[src/rtl/qt_pkg.sv]
package qt_pkg;
  localparam int PAIR_W = 2;
  localparam int HIST_W = 2 * PAIR_W;
  typedef logic [PAIR_W-1:0] pair_t;   // {A, B}
  typedef logic [HIST_W-1:0] hist_t;   // {prevA, prevB, curA, curB}
endpackage

[src/rtl/qt_sync.sv]
module qt_sync #(
  parameter int STAGES = 2,
  parameter int WIDTH  = 2
) (
  input  logic             clk,
  input  logic             rst,
  input  logic [WIDTH-1:0] d_i,
  output logic [WIDTH-1:0] q_o
);
  genvar g;
  generate
    for (g = 0; g < WIDTH; g++) begin : g_bit
      logic [STAGES-1:0] chain;
      always_ff @(posedge clk) begin
        if (rst) chain <= '0;
        else     chain <= {chain[STAGES-2:0], d_i[g]};
      end
      assign q_o[g] = chain[STAGES-1];
    end
  endgenerate
endmodule

[src/rtl/qt_hist.sv]
module qt_hist
  import qt_pkg::*;
(
  input  logic  clk,
  input  logic  rst,
  input  pair_t pair_i,
  output hist_t hist_o,
  output logic  dir_o,
  output logic  step_o,
  output logic  err_o
);
  hist_t hist_q;
  logic  dir_q, step_q, err_q;
  pair_t last;
  logic  changed, both;

  assign last    = hist_q[PAIR_W-1:0];
  assign changed = (pair_i != last);
  assign both    = &(pair_i ^ last);

  always_ff @(posedge clk) begin
    if (rst) begin
      hist_q <= '0;
      dir_q  <= 1'b1;
      step_q <= 1'b0;
      err_q  <= 1'b0;
    end else begin
      step_q <= changed;
      err_q  <= changed && both;
      if (changed) begin
        hist_q <= {last, pair_i};
        dir_q  <= (last[1] == pair_i[0]);
      end
    end
  end

  assign hist_o = hist_q;
  assign dir_o  = dir_q;
  assign step_o = step_q;
  assign err_o  = err_q;
endmodule

[src/rtl/qt_pos.sv]
module qt_pos #(
  parameter int POS_W = 16
) (
  input  logic             clk,
  input  logic             rst,
  input  logic             step_i,
  input  logic             err_i,
  input  logic             dir_i,
  output logic [POS_W-1:0] pos_o
);
  localparam logic [POS_W-1:0] ONE = POS_W'(1);
  logic [POS_W-1:0] pos_q;

  always_ff @(posedge clk) begin
    if (rst) pos_q <= '0;
    else if (step_i && !err_i) pos_q <= dir_i ? pos_q + ONE : pos_q - ONE;
  end

  assign pos_o = pos_q;
endmodule

[src/rtl/quad_track.sv]
module quad_track
  import qt_pkg::*;
#(
  parameter int SYNC_STAGES = 2,
  parameter int POS_W       = 16
) (
  input  logic             clk,
  input  logic             rst,
  input  logic             a_i,
  input  logic             b_i,
  output logic [3:0]       hist_o,
  output logic             dir_o,
  output logic             step_o,
  output logic             err_o,
  output logic [POS_W-1:0] pos_o
);
  pair_t pair_s;
  hist_t hist;
  logic  dir, step, err;

  qt_sync #(.STAGES(SYNC_STAGES), .WIDTH(PAIR_W)) u_sync (
    .clk(clk), .rst(rst), .d_i({a_i, b_i}), .q_o(pair_s)
  );

  qt_hist u_hist (
    .clk(clk), .rst(rst), .pair_i(pair_s),
    .hist_o(hist), .dir_o(dir), .step_o(step), .err_o(err)
  );

  qt_pos #(.POS_W(POS_W)) u_pos (
    .clk(clk), .rst(rst), .step_i(step), .err_i(err), .dir_i(dir), .pos_o(pos_o)
  );

  assign hist_o = hist;
  assign dir_o  = dir;
  assign step_o = step;
  assign err_o  = err;
endmodule

[config.mk]
export PLATFORM = sky130hd
export DESIGN_NAME = quad_track
export DESIGN_NICKNAME = d
export VERILOG_FILES = /design/src/rtl/qt_pkg.sv /design/src/rtl/qt_sync.sv /design/src/rtl/qt_hist.sv /design/src/rtl/qt_pos.sv /design/src/rtl/quad_track.sv
export SDC_FILE = /design/constraint.sdc
export NUM_CORES = 1
export LEC_CHECK = 0
export BUFFER_PORTS_ARGS = -buffer_cell sky130_fd_sc_hd__buf_4
export CORE_MARGIN = 2
export CORE_UTILIZATION = 60
export CTS_BUF_LIST = sky130_fd_sc_hd__clkbuf_8
export DETAILED_ROUTE_END_ITERATION = 6
export GPL_TIMING_DRIVEN = 0
export PLACE_DENSITY = 0.93
export SYNTH_ARGS = -nofsm -noshare
export SYNTH_HDL_FRONTEND = slang
export SYNTH_SLANG_ARGS = --single-unit
[constraint.sdc]
create_clock -name clk -period 5.7 [get_ports clk]
set_input_delay 0.57 -clock clk [delete_from_list [all_inputs] [get_ports clk]]
set_output_delay 0.57 -clock clk [all_outputs]
set_load 0.02 [all_outputs]
# --- After elaboration in Yosys (flattened, before gate mapping) ---
# Index checks and enable logic that the tools add are counted.
# Widths: inputs -> output; s select.
classes:
  n_addsub: 2
  eq_ne: 2
  mux: 1
  bitwise: 1
  reduce_logical: 4
ops:
  columns: ["op", "n"]
  rows:
  - ["$add 16x1->16 const B", 1]
  - ["$mux 16", 1]
  - ["$sub 16x1->16 const B", 1]
  - ["$logic_and 1x1->1", 2]
  - ["$ne 2x2->1", 1]
  - ["$reduce_and 2->1", 1]
  - ["$xor 2x2->2", 1]
  - ["$eq 1x1->1", 1]
  - ["$logic_not 1->1", 1]
totals:
  register_bits: 27
  output_inout_bits: 23

# --- Depth between registers and ports, before layout ---
depth:
  word_depth: 3
  mapped_depth: 9
  ltp_nobuf: 8

# --- Cells and area by module ---
# A second synthesis with hierarchy kept.
hier_totals:
  hier_cells: 221
  area_unflattened_um2: 1776.7
by_module_without_submodules:
  columns: ["module", "n_inst", "cells_each", "area_each_um2", "seq_area_each_um2"]
  rows:
  - ["qt_pos", 1, 174, 1321.3, 320.3]
  - ["qt_hist", 1, 37, 335.3, 140.1]
  - ["qt_sync", 1, 10, 120.1, 80.1]

# --- Worst setup path after synthesis ---
# OpenSTA, ideal clock, no wires.
synth_timing:
  path_type: "register to register"
  from: "register u_hist.dir_q (netlist: u_hist.dir_o)"
  to: "register u_pos.pos_q[15] (netlist: u_pos.pos_o[15])"
  setup_time_ns: 0.123
  arrival_time_ns: 2.405
  required_ns: 5.577
  setup_slack_ns: 3.172
  path_stages_with_launch: 9
  cell_sequence: "dfxtp_1 > inv_1 > ha_1 > a21o_1 > a221oi_2 > o221a_2 > o21ai_2 > mux2i_1 > mux2_1"
synth_between:
  elab_chain_cells: 1
synth_rtl:
  columns: ["item", "line", "rtl"]
  rows:
  - ["start: declaration", "qt_hist.sv:13", "logic dir_q, step_q, err_q;"]
  - ["start signal: assignment", "qt_hist.sv:32", "dir_q <= (last[1] == pair_i[0]);"]
  - ["$mux 16", "qt_pos.sv:16", "else if (step_i && !err_i) pos_q <= dir_i ? pos_q + ONE : pos_q - ONE;"]
  - ["end signal: assignment", "qt_pos.sv:16", null]
  - ["end: declaration", "qt_pos.sv:12", "logic [POS_W-1:0] pos_q;"]
# Every way passes these cells.
# A chain may end at the register's enable or synchronous reset.

# --- Worst setup path after layout ---
# Same ends and word-level chain as after synthesis.

==> flow_summary.ini <==
[outcome]
status = finished clean

[routing]
dr.pass1.iters = 4
wl_per_cell_um = 14.5
post-route-drc-count = 0
viasPerCell = 6.06
wl_mm = 3.94
vias = 1649
first_iter_violations = 60
ant_nets = 0

[finish]
drive_above_1_share_pct = 17.8
layout_commonest_cell = dfxtp_1
finish.utilization_pct = 74.1
diodes = 0
layout_common_cells = dfxtp_1, buf_4, a21oi_1
fillers = 206
final_cells = 272
fin_area_mm2 = 0.00206
area_growth_pct = 15.9
final_nets = 261

[logic_synthesis]
syn_inst = 211
synth-edff-count = 0
synth-seq-cells = 27
syn_nets = 230
syn_area_per_cell_um2 = 8.43
async_flop_share_pct = 0
synth_warnings = 0
synth.cell_area_mm2 = 0.00178
synth_cell_type_count = 50
seq_area_frac_synth_pct = 30.4
synth_ff_type = dfxtp_1

[floorplan]
fp.coreArea_mm2 = 0.00278
rows = 19
die_h_um = 58.5
ios = 27
die_x_um = 58.5
die-area_mm2 = 0.00342
initial_core_util_pct = 64.0

[timing]
relSlewSlack_pct = 61.1
grt_setup_unrepaired = no
hold_viol_final = 0
fin_crit_sh_pct = 49.5
worst_pin_slew_ns = 0.582
clock.fmax_mhz = 354
min_period_ns = 2.82
setup_violations = 0
skew_ns = 0.00364
fin_tns_setup_ns = 0
slew_viol_final = 0

[pwr]
p_leak_nw = 0.913
power_density_mw_per_mm2 = 198
ir_drop_uv = 184

[grt]
grt_usage_pct = 25.3
busiest_layer = met2
overflow = 0
grt_pass1_wl_mm = 6.80
antenna_found_initial = 0
grtUsageMet1_pct = 33.4
grt_max_degree = 17
first_global_vias = 1536
grt_util_met2_pct = 43.2
use_met3_pct = 2.64

[placement]
dp_hpwl_mm = 2.82
port_buffers = 26
gp_congestion = 0.838
dp.cells = 268
place_area_mm2 = 0.00201

[cts]
cts_buffers = 3
clk_pin_slew_ns = 0.10
clock_sink_count = 27
cts_tree = done
clockRootBuffer = clkbuf_8
cts_resized = 0
cts_hold_buf = 0
htreeDepth = 1
clk_path_buf_depth = 2
postCtsSetupRepairBufs = 0
insertion_delay_ns = 0.28

[setup_path]
critical_path_class = flop to flop
worstSetupStartpointType = flop
arrival_ns = 2.99
crit_fanout = 15
cp-end-kind = flop
cp.required_ns = 5.87

[run]
cap_violations = 0

[min_path]
hold_path_class = flop to flop
-- synthesized netlist by cell type (4+ instances only) --
library cell	count	area share [%]
xnor2_1	6	3.0
o21ai_1	4	1.1
nor2_1	17	3.6
ha_1	14	9.8
inv_1	11	2.3
dfxtp_1	27	30
o21ai_0	10	2.8
nor2b_1	8	2.8
clkbuf_1	5	1.1
nor3_1	5	1.4
a211oi_1	4	1.7
nand3_1	7	2.0
nand2_1	17	3.6
a21o_1	6	2.5
a21oi_1	18	5.1
-- layout make-up --
| cell class | instances | area, µm² | area share [%] |
|---|---|---|---|
| flip-flops and latches | 27 | 541 | 26.2 |
| well taps | 31 | 38.8 | 1.88 |
| clock buffers | 3 | 41.3 | 2.00 |
| repair buffers | 26 | 195 | 9.47 |
| plain buffers | 8 | 52.6 | 2.55 |
| inverters | 11 | 41.3 | 2.00 |
| multi-input cells | 165 | 1140 | 55.5 |
| clock inverters | 1 | 7.51 | 0.364 |
-- cell families after synthesis --
kind of cell,synth area share (%)
AO/OA/AOI/OAI,25.7
XOR/XNOR,4.43
adder cells (fa/ha/maj),11.0
buffers and inverters,5.27
flip-flops,30.4
multiplexers,2.32
AND/OR/NAND/NOR,21.0
-- path summary, 6_finish.rpt --
check	start	to	slack (ns)	cells past startpoint
max reg2reg	u_hist.dir_o$_SDFFE_PP1P_	u_pos.pos_o[15]$_SDFFE_PP0P_	2.88	8
min	u_sync.g_bit[1].chain[0]$_SDFF_PP0_	u_sync.g_bit[1].chain[1]$_SDFF_PP0_	0.46	1
min reg2reg	u_sync.g_bit[1].chain[0]$_SDFF_PP0_	u_sync.g_bit[1].chain[1]$_SDFF_PP0_	0.46	1
max	u_hist.dir_o$_SDFFE_PP1P_	u_pos.pos_o[15]$_SDFFE_PP0P_	2.88	8
-- metrics by stage --
stage	hold slack, ns	total power (W)	setup WS, ns
floorplan	0.414	0.000271	3.17
global placement	0.424	0.000294	2.95
detailed placement	0.423	0.000297	2.90
CTS	0.456	0.000409	2.89
global route	0.478	0.000428	2.67
finish	0.456	0.000408	2.88
-- critical path, stage by stage, from the launching register on --
cell	delay, ns
dfxtp_1	0.51
inv_1	0.35
ha_1	0.50
and3_1	0.23
a221oi_2	0.29
o221a_2	0.25
o21ai_2	0.05
mux2i_1	0.19
mux2_1	0.33
-- sequential cells by signal, indices dropped and copies added (netlist names) --
name	flops
u_hist.dir_o	1
u_pos.pos_o	16
u_hist.err_o	1
u_sync.g_bit.chain	4
u_hist.step_o	1
u_hist.hist_o	4
-- power by group --
part           internal [W]   total, W  switching (W)  leakage [nW]
Sequential         0.000196   0.000205     0.00000829         0.220
Combinational     0.0000357  0.0000891      0.0000534         0.672
Clock             0.0000497   0.000114      0.0000647        0.0217
Total              0.000282   0.000408       0.000126         0.913
-- per-layer routing --
metal	wire length (µm)	vias up
met2	1900	33
met3	126	5
met5	0	-
met1	1870	784
met4	39	0
li1	-	827
No activity file was read; power rests on OpenSTA's default activity.
